## config.mk

```make
export PLATFORM = sky130hd
export DESIGN_NAME = mii_rmii_bridge
export DESIGN_NICKNAME = d
export VERILOG_FILES = /design/src/rtl/mrb_pkg.sv /design/src/rtl/mrb_slot_timer.sv /design/src/rtl/mrb_reset_seq.sv /design/src/rtl/mrb_rx_align.sv /design/src/rtl/mrb_tx_serial.sv /design/src/rtl/mii_rmii_bridge.sv
export SDC_FILE = /design/constraint.sdc
export NUM_CORES = 1
export LEC_CHECK = 0
export ABC_AREA = 1
export BUFFER_PORTS_ARGS = -buffer_cell sky130_fd_sc_hd__clkbuf_2
export CORE_UTILIZATION = 47
export CTS_BUF_LIST = sky130_fd_sc_hd__clkbuf_8
export CTS_CLUSTER_DIAMETER = 80
export CTS_CLUSTER_SIZE = 28
export DETAILED_ROUTE_END_ITERATION = 10
export GPL_ROUTABILITY_DRIVEN = 1
export MAX_ROUTING_LAYER = met4
export PLACE_DENSITY_LB_ADDON = 0.1
export SLEW_MARGIN = 30
export SYNTH_ARGS = -nofsm -noshare
export SYNTH_HDL_FRONTEND = slang
export SYNTH_SLANG_ARGS = --single-unit
```

## constraint.sdc

```tcl
create_clock -name ref_clk -period 1.6 [get_ports ref_clk]
set_input_delay 0.08 -clock ref_clk [delete_from_list [all_inputs] [get_ports ref_clk]]
set_output_delay 0.08 -clock ref_clk [all_outputs]
set_load 0.01 [all_outputs]
```

## src/rtl/mrb_pkg.sv

```systemverilog
package mrb_pkg;
  timeunit 1ns;
  timeprecision 1ps;

  localparam int DIBIT_W = 2;
  localparam int NIB_W   = 2 * DIBIT_W;
  localparam logic [DIBIT_W-1:0] ALIGN_DIBIT = 2'b01;

  typedef struct packed {
    logic             valid;
    logic             err;
    logic [NIB_W-1:0] data;
  } nib_t;

  // First dibit received is the low half of the nibble.
  function automatic logic [NIB_W-1:0] join_dibits(input logic [DIBIT_W-1:0] first,
                                                    input logic [DIBIT_W-1:0] second);
    return {second, first};
  endfunction

  // A nibble stays in the frame if carrier/valid was seen on either dibit.
  function automatic logic keep_frame(input logic crs_first, input logic crs_second);
    return crs_first | crs_second;
  endfunction

  function automatic logic [DIBIT_W-1:0] low_dibit(input logic [NIB_W-1:0] nib);
    return nib[DIBIT_W-1:0];
  endfunction

  function automatic logic [DIBIT_W-1:0] high_dibit(input logic [NIB_W-1:0] nib);
    return nib[NIB_W-1:DIBIT_W];
  endfunction
endpackage

```

## src/rtl/mrb_slot_timer.sv

```systemverilog
module mrb_slot_timer #(
  parameter int SLOW_REPEAT = 10
) (
  input  logic clk,
  input  logic rst_n,
  input  logic fast_mode,
  output logic slot_tick,
  output logic phase,
  output logic period_end
);
  timeunit 1ns;
  timeprecision 1ps;

  localparam int CNT_W = $clog2(SLOW_REPEAT + 1);
  localparam logic [CNT_W-1:0] SLOW_LAST = CNT_W'(SLOW_REPEAT - 1);

  logic [CNT_W-1:0] pos_q;
  logic             phase_q;

  // Last reference cycle of a slot; >= keeps a speed change mid-slot safe.
  function automatic logic slot_done(input logic fast, input logic [CNT_W-1:0] pos);
    return fast || (pos >= SLOW_LAST);
  endfunction

  assign slot_tick  = slot_done(fast_mode, pos_q);
  assign phase      = phase_q;
  assign period_end = slot_tick & phase_q;

  always_ff @(posedge clk or negedge rst_n) begin
    if (!rst_n) begin
      pos_q   <= '0;
      phase_q <= 1'b0;
    end else if (slot_tick) begin
      pos_q   <= '0;
      phase_q <= ~phase_q;
    end else begin
      pos_q   <= pos_q + 1'b1;
    end
  end

  // at 100 Mbit/s the MAC clock toggles every reference cycle
  assert_fast_toggle_R2: assert property (@(posedge clk) disable iff (!rst_n)
    fast_mode |=> (phase_q != $past(phase_q)));
endmodule

```

## src/rtl/mrb_reset_seq.sv

```systemverilog
module mrb_reset_seq #(
  parameter int RST_PERIODS = 4
) (
  input  logic clk,
  input  logic rst_n,
  input  logic period_end,
  output logic mac_rst
);
  timeunit 1ns;
  timeprecision 1ps;

  localparam int RW = $clog2(RST_PERIODS + 1);
  localparam logic [RW-1:0] LAST_PERIOD = RW'(RST_PERIODS - 1);

  logic [RW-1:0] seen_q;
  logic          rst_q;

  always_ff @(posedge clk or negedge rst_n) begin
    if (!rst_n) begin
      seen_q <= '0;
      rst_q  <= 1'b1;
    end else if (period_end && rst_q) begin
      seen_q <= seen_q + 1'b1;
      if (seen_q == LAST_PERIOD) rst_q <= 1'b0;
    end
  end

  assign mac_rst = rst_q;

  // once released, the MAC resets stay released
  assert_rst_stays_low_R3: assert property (@(posedge clk) disable iff (!rst_n)
    !rst_q |=> !rst_q);
endmodule

```

## src/rtl/mrb_rx_align.sv

```systemverilog
module mrb_rx_align
  import mrb_pkg::*;
(
  input  logic               clk,
  input  logic               rst_n,
  input  logic               slot_tick,
  input  logic               period_end,
  input  logic               crs_valid,
  input  logic               rx_err,
  input  logic [DIBIT_W-1:0] rx_dibit,
  output logic               crs,
  output logic               valid,
  output logic               err,
  output logic [NIB_W-1:0]   nib
);
  timeunit 1ns;
  timeprecision 1ps;

  typedef enum logic {SEEK, FRAME} rx_state_t;

  rx_state_t          state_q;
  logic               second_q;
  logic [DIBIT_W-1:0] lo_q;
  logic               crs_first_q;
  logic               err_first_q;
  logic               crs_q;
  nib_t               pend_q;
  nib_t               out_q;

  // Named events for the assertions and for reading the waveform.
  logic align_hit;
  logic nib_done;
  logic nib_keep;
  nib_t fresh;
  nib_t next_out;

  always_comb begin
    align_hit   = slot_tick && (state_q == SEEK) && crs_valid && (rx_dibit == ALIGN_DIBIT);
    nib_done    = slot_tick && (state_q == FRAME) && second_q;
    nib_keep    = keep_frame(crs_first_q, crs_valid);
    fresh.valid = nib_done && nib_keep;
    fresh.err   = fresh.valid && (err_first_q || rx_err);
    fresh.data  = fresh.valid ? join_dibits(lo_q, rx_dibit) : '0;
    if (fresh.valid)       next_out = fresh;
    else if (pend_q.valid) next_out = pend_q;
    else                   next_out = '0;
  end

  always_ff @(posedge clk or negedge rst_n) begin
    if (!rst_n) begin
      state_q     <= SEEK;
      second_q    <= 1'b0;
      lo_q        <= '0;
      crs_first_q <= 1'b0;
      err_first_q <= 1'b0;
      crs_q       <= 1'b0;
      pend_q      <= '0;
      out_q       <= '0;
    end else begin
      if (slot_tick) begin
        if (state_q == SEEK || !second_q) crs_q <= crs_valid;
        case (state_q)
          SEEK: begin
            if (align_hit) begin
              state_q     <= FRAME;
              second_q    <= 1'b1;
              lo_q        <= rx_dibit;
              crs_first_q <= 1'b1;
              err_first_q <= rx_err;
            end
          end
          FRAME: begin
            if (!second_q) begin
              second_q    <= 1'b1;
              lo_q        <= rx_dibit;
              crs_first_q <= crs_valid;
              err_first_q <= rx_err;
            end else begin
              second_q <= 1'b0;
              if (!nib_keep) state_q <= SEEK;
            end
          end
        endcase
      end
      if (period_end) begin
        out_q  <= next_out;
        pend_q <= '0;
      end else if (fresh.valid) begin
        pend_q <= fresh;
      end
    end
  end

  assign crs   = crs_q;
  assign valid = out_q.valid;
  assign err   = out_q.err;
  assign nib   = out_q.data;

  // the first valid nibble of a frame starts with the alignment dibit
  assert_first_nib_aligned_R4: assert property (@(posedge clk) disable iff (!rst_n)
    $rose(out_q.valid) |-> (out_q.data[DIBIT_W-1:0] == ALIGN_DIBIT));

  // MAC receive outputs only move at the end of a clock period
  assert_rx_out_at_period_end_R5: assert property (@(posedge clk) disable iff (!rst_n)
    !period_end |=> $stable(out_q));

  // no error is reported without data valid
  assert_err_needs_valid_R7: assert property (@(posedge clk) disable iff (!rst_n)
    out_q.err |-> out_q.valid);
endmodule

```

## src/rtl/mrb_tx_serial.sv

```systemverilog
module mrb_tx_serial
  import mrb_pkg::*;
(
  input  logic               clk,
  input  logic               rst_n,
  input  logic               slot_tick,
  input  logic               phase,
  input  logic               period_end,
  input  logic               tx_en,
  input  logic [NIB_W-1:0]   tx_nib,
  output logic               phy_en,
  output logic [DIBIT_W-1:0] phy_dibit
);
  timeunit 1ns;
  timeprecision 1ps;

  logic [DIBIT_W-1:0] hi_q;
  logic [DIBIT_W-1:0] dib_q;
  logic               en_hold_q;
  logic               en_q;
  logic               second_slot_start;

  // Start of the second slot of a period: switch to the high dibit.
  assign second_slot_start = slot_tick && !phase;

  always_ff @(posedge clk or negedge rst_n) begin
    if (!rst_n) begin
      hi_q      <= '0;
      dib_q     <= '0;
      en_hold_q <= 1'b0;
      en_q      <= 1'b0;
    end else if (period_end) begin
      dib_q     <= low_dibit(tx_nib);
      hi_q      <= high_dibit(tx_nib);
      en_q      <= tx_en;
      en_hold_q <= tx_en;
    end else if (second_slot_start) begin
      dib_q     <= hi_q;
      en_q      <= en_hold_q;
    end
  end

  assign phy_en    = en_q;
  assign phy_dibit = dib_q;

  // enable is the same for both dibits of one nibble
  assert_tx_en_pair_R9: assert property (@(posedge clk) disable iff (!rst_n)
    second_slot_start |=> $stable(en_q));
endmodule

```

## src/rtl/mii_rmii_bridge.sv

```systemverilog
module mii_rmii_bridge
  import mrb_pkg::*;
#(
  parameter int SLOW_REPEAT = 10,
  parameter int RST_PERIODS = 4
) (
  input  logic               ref_clk,
  input  logic               rst_n,
  input  logic               fast_mode,
  input  logic               phy_crs_valid,
  input  logic               phy_rx_err,
  input  logic [DIBIT_W-1:0] phy_rx_dibit,
  output logic               phy_tx_en,
  output logic [DIBIT_W-1:0] phy_tx_dibit,
  output logic               mac_rx_clk,
  output logic               mac_rx_rst,
  output logic               mac_crs,
  output logic               mac_rx_valid,
  output logic               mac_rx_err,
  output logic [NIB_W-1:0]   mac_rx_nib,
  output logic               mac_tx_clk,
  output logic               mac_tx_rst,
  input  logic               mac_tx_en,
  input  logic               mac_tx_err,
  input  logic [NIB_W-1:0]   mac_tx_nib
);
  timeunit 1ns;
  timeprecision 1ps;

  logic slot_tick;
  logic phase;
  logic period_end;
  logic mac_rst;

  // The reduced-pin side has no transmit error line.
  logic unused_tx_err;
  assign unused_tx_err = mac_tx_err;

  mrb_slot_timer #(.SLOW_REPEAT(SLOW_REPEAT)) u_timer (
    .clk        (ref_clk),
    .rst_n      (rst_n),
    .fast_mode  (fast_mode),
    .slot_tick  (slot_tick),
    .phase      (phase),
    .period_end (period_end)
  );

  mrb_reset_seq #(.RST_PERIODS(RST_PERIODS)) u_rst (
    .clk        (ref_clk),
    .rst_n      (rst_n),
    .period_end (period_end),
    .mac_rst    (mac_rst)
  );

  mrb_rx_align u_rx (
    .clk        (ref_clk),
    .rst_n      (rst_n),
    .slot_tick  (slot_tick),
    .period_end (period_end),
    .crs_valid  (phy_crs_valid),
    .rx_err     (phy_rx_err),
    .rx_dibit   (phy_rx_dibit),
    .crs        (mac_crs),
    .valid      (mac_rx_valid),
    .err        (mac_rx_err),
    .nib        (mac_rx_nib)
  );

  mrb_tx_serial u_tx (
    .clk        (ref_clk),
    .rst_n      (rst_n),
    .slot_tick  (slot_tick),
    .phase      (phase),
    .period_end (period_end),
    .tx_en      (mac_tx_en),
    .tx_nib     (mac_tx_nib),
    .phy_en     (phy_tx_en),
    .phy_dibit  (phy_tx_dibit)
  );

  assign mac_rx_clk = phase;
  assign mac_tx_clk = phase;
  assign mac_rx_rst = mac_rst;
  assign mac_tx_rst = mac_rst;
endmodule

```

==> flow_summary.toml, run 1 <==
[outcome]
status = "finished, final reports clean"

[synthesis]
syn_inst = 182
avgSynthCellArea_um2 = 8.75
synth-seq-cells = 34
synth_area_leaders = "dfrtp_1 52%, nand2_1 12%, inv_1 4.5%"
synth_warnings = 0
syn_area_mm2 = 0.00159
yosysTopAreaCell = "dfrtp_1"
ys_types = 24
synth_top_cell_area_share_pct = 51.8
postSynthNetCount = 200
ys_seq_area_share_pct = 53.5

[route]
ant_nets = 0
drcViolationCount = 0
routedWlPerCell_um = 12.7
vias = 1306
drt-total-wl_um = 3410
viasPerCell = 4.86
drtPass1Iterations = 4
drt_iter0_drc = 42

[floorplanning]
io_pins = 27
start_util_pct = 50.9
std_cell_rows = 20
die_x_um = 60.2
fp.dieH_um = 60.2
core_area_mm2 = 0.00313
dieArea_mm2 = 0.00363

[cells_and_area]
drive_gt1_share_pct = 29.8
stdcell_count = 269
area_growth_pct = 27.1
final_cell_mix = "48 x nand2_1, 33 x dfrtp_1, 25 x clkbuf_2"
post-route-util_pct = 64.7
layout_commonest_cell = "nand2_1"
fin_area_mm2 = 0.00202
final_nets = 242
n_antenna_cell = 0

[power]
p_clk_share_pct = 26.0
ir_drop_v = 0.000838
p_seq_share_pct = 48.5
p_leak_nw = 1.07
p_int_mw = 1.64
combPwrFrac_pct = 25.4
powerDensity_mw_per_mm2 = 1220
p_sw_mw = 0.823
p_total_mw = 2.46
switching_share_pct = 33.4

[sta]
finalSetupTns_ns = 0
period_share_pct = 96.8
hold_viol = 0
setup_viol = 0
worst_slew_pin_slew_ns = 0.512
maxSlewHeadroom_pct = 65.9
fin_ws_ns = 0.0508
layout_min_cycle_time_ns = 1.55
hold_slack_ns = 0.0558
fin_skew_ns = 0.00463
timing.final.max_slew_violations = 0
fmax_ghz = 0.645

[critical_path]
path_class = "reg2reg"
arrival_ns = 1.76
cp.required_ns = 1.81
cp-end-kind = "flip-flop"
path_cells = "inv_2 -> ha_2 -> nor2_2 -> nand2_2 -> nand2_4 -> nand2_8 -> nand2_4 -> buf_6 -> nand2_2 -> a21oi_2"
cp_num_buf_inv = 2
path_delay_family = "simple AND/OR/NAND/NOR gates"
critPathMaxStageDelay_ns = 0.38
start_kind = "flip-flop"
critPathSlowestCell = "dfrtp_1"
worstPathMaxFanout = 7

[clock_network]
numCtsBuffers = 5
cts_buffer_depth = 2
cts_tree = "yes"
cts_root_buf = "clkbuf_8"
cts_max_level = 2
clk_pin_slew_ns = 0.07
insertion_delay_ns = 0.28
clock-sinks = 34

[grt]
grt_remaining_overflow = 0
antenna_found_initial = 0
grt_pass1_wl_um = 5240
grt_pass1_vias = 1265
grt_util_all_layers_pct = 20.7
grt_max_degree = 35

[worst_hold_path]
holdCritPathClass = "in2reg"

[placed_design]
dpl.cell_count = 251
portBuffers = 25
routabilityCongestion = 0.795
place_ws_ns = 0.0392
dp_hpwl_um = 2200
dpl-instance-area_mm2 = 0.00178

[job]
cap_viol_max_count = 0
==> Yosys cell counts <==
library cell / number
dfstp_2: 1
nand2_1: 49
dfrtp_1: 33
inv_2: 3
ha_1: 5
xor2_1: 1
and2_1: 1
nand2_2: 5
buf_4: 3
nand3_1: 9
xnor2_1: 2
nand3b_1: 1
clkbuf_1: 1
a21oi_2: 2
nand2_4: 1
nor2_1: 19
a21oi_1: 6
inv_1: 19
o21ai_2: 2
o21ai_0: 6
o21ai_1: 9
nand3_4: 1
buf_6: 2
or2_2: 1
==> flip-flops by register name, summed over array words and instances (netlist names) <==
register	flops
u_tx.hi_q	2
u_tx.phy_dibit	2
u_tx.en_hold_q	1
u_rx.pend_q	6
u_rx.err_first_q	1
u_rx.crs	1
u_rst.seen_q	3
u_rx.err	1
u_rst.mac_rst	1
u_timer.phase	1
u_rx.valid	1
u_rx.nib	4
u_rx.state_q	1
u_tx.phy_en	1
u_rx.lo_q	2
u_rx.crs_first_q	1
u_rx.second_q	1
u_timer.pos_q	4
==> path summary, 6_finish.rpt <==
path / depth (start not counted) / slack (ns) / end / startpoint
worst max-delay path: 10 / 0.05 / u_tx.phy_dibit[0] / u_timer.pos_q[1]
worst min register to register: 2 / 0.48 / u_rx.nib[2] / u_rx.nib[2]
min in group asynchronous: 3 / 0.35 / u_tx.phy_dibit[0] / rst_n
max in group asynchronous: 3 / 0.90 / u_rst.mac_rst / rst_n
worst max register to register: 10 / 0.05 / u_tx.phy_dibit[0] / u_timer.pos_q[1]
worst min-delay path: 3 / 0.06 / u_rx.err_first_q / phy_rx_err
==> area by class of cell <==
| cell class | instances | area [um^2] |
|---|---|---|
| inverters | 22 | 82.6 |
| multi-input cells | 121 | 664 |
| fillers | 263 | 1100 |
| repair buffers | 40 | 279 |
| clock buffers | 6 | 82.6 |
| flip-flops and latches | 34 | 852 |
| well taps | 44 | 55.1 |
| clock inverters | 2 | 8.76 |
==> power groups by stage <==
| stage | clock (mW) | combinational, mW | sequential (mW) |
|---|---|---|---|
| after floorplan | 0 | 0.370 | 1.19 |
| after global placement | 0 | 0.561 | 1.19 |
| after detailed placement | 0 | 0.573 | 1.20 |
| after CTS | 0.662 | 0.585 | 1.18 |
| after global routing | 0.700 | 0.718 | 1.22 |
| final | 0.642 | 0.626 | 1.20 |
==> layer usage <==
metal  global-route usage [%]  up-vias  part of all wire (%)
met5                        -        -                     0
met4                     8.31        0                   2.1
met3                     6.71        9                   3.5
met1                     22.9      614                    46
li1                         -      647                     -
met2                     34.4       36                    48
==> worst reg2reg max path, cell delays in order (launching register included) <==
cell and delay [ns]:
dfrtp_1 0.38, inv_2 0.06, ha_2 0.18, nor2_2 0.09, nand2_2 0.09, nand2_4 0.12
nand2_8 0.09, nand2_4 0.11, buf_6 0.14, nand2_2 0.06, a21oi_2 0.15
==> what timing repair did <==
action | CTS | global route
resized for setup | 0 | 11
endpoints found under the setup margin | 0 | 18
hold endpoints to repair | 35 | 0
setup buffers | 0 | 5
hold buffers | 3 | 0
==> cell families (layout without fill, tap and decap cells) <==
family | after synthesis | after routing | share of synthesized area [%]
AO/OA/AOI/OAI | 25 | 25 | 8.80
XOR/XNOR | 3 | 3 | 1.65
adder cells (fa/ha/maj) | 5 | 5 | 3.93
buffers and inverters | 28 | 70 | 8.25
flip-flops | 34 | 34 | 53.5
AND/OR/NAND/NOR | 87 | 88 | 23.9
(Power assumes the default switching activity.)
==> run 2: changes to the inputs <==
==> constraint.sdc (replaced) <==
create_clock -name ref_clk -period 1.29 [get_ports ref_clk]
set_input_delay 0.0645 -clock ref_clk [delete_from_list [all_inputs] [get_ports ref_clk]]
set_output_delay 0.0645 -clock ref_clk [all_outputs]
set_load 0.01 [all_outputs]
==> run 2 against run 1 <==
  * The flow now finishes with violations (setup timing)
  * Clock-buffer cell count unchanged
  * Power up 31%
  * Sequential cell count unchanged
  * Utilization up 5.7 points
  * Design area up 8.8%
  * Die area unchanged
  * Sequential power up 24%
  * Sequential share of layout area down 3.4 points
  * Cell count up 1.9%
  * Highest routed layer unchanged
==> flow_summary.toml, run 2 (synthesis results as in run 1) <==
[outcome]
status = "finished with violations"
violations = "setup timing"

[power]
switching_share_pct = 34.2
powerDensity_mw_per_mm2 = 1470
p_total_mw = 3.24
p_sw_mw = 1.11
ir_drop_v = 0.00101
p_seq_share_pct = 46.0
p_leak_nw = 1.11
combPwrFrac_pct = 30.0
p_int_mw = 2.13
p_clk_share_pct = 24.0

[sta]
worst_slew_pin_slew_ns = 0.453
fin_ws_ns = -0.164
fin_skew_ns = 0.00326
setup_viol = 30
maxSlewHeadroom_pct = 69.8
finalSetupTns_ns = -3.22
hold_viol = 0
timing.final.max_slew_violations = 0
fmax_ghz = 0.688
layout_min_cycle_time_ns = 1.45
grt_setup_unrepaired = "yes"
period_share_pct = 113

[floorplanning]
dieArea_mm2 = 0.00363
io_pins = 27
std_cell_rows = 20
start_util_pct = 50.9
die_x_um = 60.2
core_area_mm2 = 0.00313
fp.dieH_um = 60.2

[clock_network]
clock-sinks = 34
cts_max_level = 2
clk_pin_slew_ns = 0.07
numCtsBuffers = 5
cts_tree = "yes"
cts_root_buf = "clkbuf_8"
cts_buffer_depth = 2
insertion_delay_ns = 0.28

[grt]
grt_max_degree = 19
grt_remaining_overflow = 0
antenna_found_initial = 0
grt_pass1_wl_um = 5410
grt_pass1_vias = 1339
grt_util_all_layers_pct = 21.2

[placed_design]
portBuffers = 25
routabilityCongestion = 0.824
dp_hpwl_um = 2350

[route]
routedWlPerCell_um = 12.4
vias = 1327
drcViolationCount = 0
drt_iter0_drc = 54
ant_nets = 0
drtPass1Iterations = 4
drt-total-wl_um = 3410
viasPerCell = 4.84

[critical_path]
critPathMaxStageDelay_ns = 0.39
cp.required_ns = 1.47
arrival_ns = 1.63
rrSetupSlack_ns = -0.16
path_class = "reg2reg"
cp-end-kind = "flip-flop"
worstPathMaxFanout = 6
start_kind = "flip-flop"
critPathSlowestCell = "dfrtp_1"
path_cells = "inv_2 -> ha_4 -> nor2_2 -> nand2_2 -> nand2_2 -> nand2_8 -> buf_12 -> nand2_8 -> nand2_2 -> nand2_1 -> nand2_1 -> nand2_1"

[job]
cap_viol_max_count = 0

[cells_and_area]
largest_reg_flops = 6
final_nets = 247
final_cell_mix = "39 x nand2_1, 33 x dfrtp_1, 25 x clkbuf_2"
n_antenna_cell = 0
top_register = "u_rx.pend_q"
layout_commonest_cell = "nand2_1"
area_growth_pct = 38.3
drive_gt1_share_pct = 38.3

[worst_hold_path]
holdCritPathClass = "in2reg"
[run 2: cell types whose count changed in the layout (fill, tap and decap cells not counted), moves of 2 or more]
cell,change
nand2_2,+6
o21ai_4,+3
nand3_2,+2
buf_6,+3
o21ai_1,+2
nand2_8,+2
nor2_1,-2
nand2_1,-9
o21ai_0,-4
nor2_2,+2
[run 2: critical path, delay by kind of cell (launching register included)]
| kind | cells | cell delay (ns) |
|---|---|---|
| AND/OR/NAND/NOR | 9 | 0.61 |
| flip-flops | 1 | 0.39 |
| buffers and inverters | 2 | 0.23 |
| adder cells (fa/ha/maj) | 1 | 0.13 |
[run 2: final timing paths]
path | start | end | cells after the start
max | u_timer.pos_q[1] | u_rx.nib[2] | 12
min | phy_rx_err | u_rx.err_first_q | 3
max reg2reg | u_timer.pos_q[1] | u_rx.nib[2] | 12
min reg2reg | u_tx.phy_en | u_tx.phy_en | 2
max in group asynchronous | rst_n | u_timer.pos_q[0] | 3
min in group asynchronous | rst_n | u_timer.phase | 2
[run 2: timing repair]
action                                 in CTS  in global routing
pin swaps                                   7                 12
hold buffers                                3                  0
gates resized for setup                    17                 26
setup endpoints to repair                  30                 34
endpoints found under the hold margin      17                  0
buffers inserted                            2                  1
cloned                                      1                  1
[run 2: per-stage QoR]
step	std cells	util [%]	instance area (um^2)	hold slack, ns	worst slack [ns]
2_1_floorplan	182	-	1600	-0.231	-0.0609
3_3_place_gp	258	59.4	1860	0.0232	-0.115
5_1_grt	274	70.4	2200	0.0521	-0.252
6_report	274	70.4	2200	0.0249	-0.164
4_1_cts	272	66.6	2080	0.0443	-0.150
3_5_place_dp	258	59.4	1860	0.0314	-0.159
[run 2: layout make-up]
cell class,instances,area [um^2]
Tap cell,44,55.1
Sequential cell,34,852
Clock buffer,6,82.6
Multi-Input combinational cell,121,773
Inverter,22,87.6
Fill cell,222,926
Timing Repair Buffer,45,343
Clock inverter,2,8.76
[run 2: power groups by stage]
stage / sequential (mW) / clock [mW] / combinational [mW]
2_1_floorplan: 1.48 / 0 / 0.463
3_3_place_gp: 1.47 / 0 / 0.740
3_5_place_dp: 1.48 / 0 / 0.764
4_1_cts: 1.48 / 0.801 / 0.873
5_1_grt: 1.52 / 0.847 / 1.08
6_report: 1.49 / 0.778 / 0.970
[run 2: routing by layer]
metal / GRT usage [%] / wire length, um
met5: - / 0
met4: 8.64 / 39
met3: 4.11 / 149
met2: 35.3 / 1680
met1: 24.8 / 1540
==> run 3: changes to the inputs <==
--- a/config.mk
+++ b/config.mk
@@ -7,7 +7,7 @@
 export LEC_CHECK = 0
 export ABC_AREA = 1
 export BUFFER_PORTS_ARGS = -buffer_cell sky130_fd_sc_hd__clkbuf_2
-export CORE_UTILIZATION = 47
+export CORE_UTILIZATION = 40
 export CTS_BUF_LIST = sky130_fd_sc_hd__clkbuf_8
 export CTS_CLUSTER_DIAMETER = 80
 export CTS_CLUSTER_SIZE = 28
==> run 3 against run 2 <==
  * Design area is 0.85% higher
  * Clock skew rose by 0.0045 ns
  * Critical path depth down 2
  * Utilization decreased by 11 points
  * Largest cell class unchanged
  * The run still ends with setup timing left
==> flow_summary.toml, run 3 (synthesis results as in run 1) <==
[critical_path]
arrival_ns = 1.62
cp.required_ns = 1.47
cp-end-kind = "flip-flop"
start_kind = "flip-flop"
path_class = "reg2reg"
worstPathMaxFanout = 7

[sta]
fin_skew_ns = 0.00773
fmax_ghz = 0.693
maxSlewHeadroom_pct = 64.4
grt_setup_unrepaired = "yes"
hold_viol = 0
layout_min_cycle_time_ns = 1.44
timing.final.max_slew_violations = 0
setup_viol = 36
finalSetupTns_ns = -3.72
worst_slew_pin_slew_ns = 0.534
fin_ws_ns = -0.153
period_share_pct = 112

[floorplanning]
dieArea_mm2 = 0.00424
core_area_mm2 = 0.00374
die_x_um = 65.1
start_util_pct = 42.5
std_cell_rows = 22
io_pins = 27
fp.dieH_um = 65.1

[placed_design]
portBuffers = 25
dpl.cell_count = 264
dp_hpwl_um = 2300
routabilityCongestion = 0.792
place_ws_ns = -0.197

[power]
powerDensity_mw_per_mm2 = 1450
ir_drop_v = 0.000806
p_leak_nw = 1.12

[cells_and_area]
largest_reg_flops = 6
final_nets = 248
drive_gt1_share_pct = 40.3
fillCellCount = 350
stdcell_count = 279
n_antenna_cell = 0
final_cell_mix = "43 x nand2_1, 32 x dfrtp_1, 25 x clkbuf_2"
top_register = "u_rx.pend_q"
area_growth_pct = 39.4
layout_commonest_cell = "nand2_1"

[clock_network]
numCtsBuffers = 5
clock-sinks = 34
cts_tree = "yes"
clk_pin_slew_ns = 0.07
cts_buffer_depth = 2
cts_root_buf = "clkbuf_8"
cts_max_level = 2
insertion_delay_ns = 0.28

[grt]
grt_util_all_layers_pct = 18.6
grt_pass1_vias = 1362
grt_pass1_wl_um = 5740
grt_remaining_overflow = 0
grt_max_degree = 20
antenna_found_initial = 0

[route]
routed.top_layer = "met4"
wl_met3_um = 105
ant_nets = 0
vias = 1341
drt_iter0_drc = 39
drcViolationCount = 0
routedWlPerCell_um = 12.0
drt-total-wl_um = 3360
drtPass1Iterations = 4
viasPerCell = 4.81
met1_length_um = 1550
route.met2.wl_um = 1650

[job]
cap_viol_max_count = 0

[outcome]
violations = "setup timing"
status = "finished with violations"

[worst_hold_path]
holdCritPathClass = "in2reg"
## run 3: changes by cell type in the layout (fill, tap and decap cells not counted), moves of 2 or more
cell     before  now
nand2_1      39   43
buf_6         4    6
o21ai_1      11   15
nor2_4        0    3
nand2_2      10    7
o21ai_2       2    0
nor2_2        3    5
nor2_1       16   11
buf_8         0    2
o21ai_0       2    0
## run 3: power by group
| part | switching [mW] | total, mW | internal, mW |
|---|---|---|---|
| registers | 0.185 | 1.49 | 1.30 |
| logic | 0.546 | 0.943 | 0.397 |
| clock network | 0.367 | 0.789 | 0.422 |
## run 3: critical path, cell delays in order, from the launching register on
cell	delay [ns]
dfrtp_2	0.44
ha_4	0.17
nor2_2	0.08
nand2_2	0.07
nand2_4	0.09
nand2_8	0.09
buf_8	0.16
nand3_2	0.07
nand2_1	0.06
nand2_1	0.06
nand2_1	0.04
## run 3: repair_timing
| action | CTS | global route |
|---|---|---|
| endpoints found under the hold margin | 17 | 0 |
| endpoints found under the setup margin | 30 | 35 |
| resized for setup | 19 | 37 |
| buffers inserted | 3 | 0 |
| cloned | 1 | 0 |
| pin swaps | 3 | 20 |
| hold buffers | 3 | 0 |
## run 3: final cells by class
class,instances,area [um^2],area share [%]
flip-flops and latches,34,853,38.4
multi-input cells,121,786,35.4
repair buffers,46,340,15.3
inverters,22,90.1,4.06
clock buffers,6,82.6,3.72
well taps,48,60.1,2.70
clock inverters,2,8.76,0.394
## run 3: final timing paths
kind	start	endpoint	slack [ns]	depth (start not counted)
worst min register to register	u_rx.err_first_q	u_rx.err_first_q	0.48	2
max in group asynchronous	rst_n	u_rst.mac_rst	0.51	3
min in group asynchronous	rst_n	u_rx.err	0.25	2
worst min-delay path	phy_rx_err	u_rx.err_first_q	0.008	3
worst max register to register	u_timer.pos_q[0]	u_rx.err	-0.15	10
worst max-delay path	u_timer.pos_q[0]	u_rx.err	-0.15	10
## run 3: metal layers
layer	vias up	global-route usage, %
met5	-	-
met4	0	8.42
li1	662	-
met2	19	30.3
met1	653	21.4
met3	7	5.38
## run 3: metrics by stage
step | instance area (um^2) | hold slack [ns] | total power [mW] | utilization, %
global route | 2220 | 0.0362 | 3.42 | 59.3
detailed placement | 1860 | 0.0192 | 2.24 | 49.8
global placement | 1860 | 0.0148 | 2.22 | 49.8
finish | 2220 | 0.00834 | 3.22 | 59.3
CTS | 2080 | 0.0137 | 3.16 | 55.6
floorplan | 1600 | -0.231 | 1.94 | -
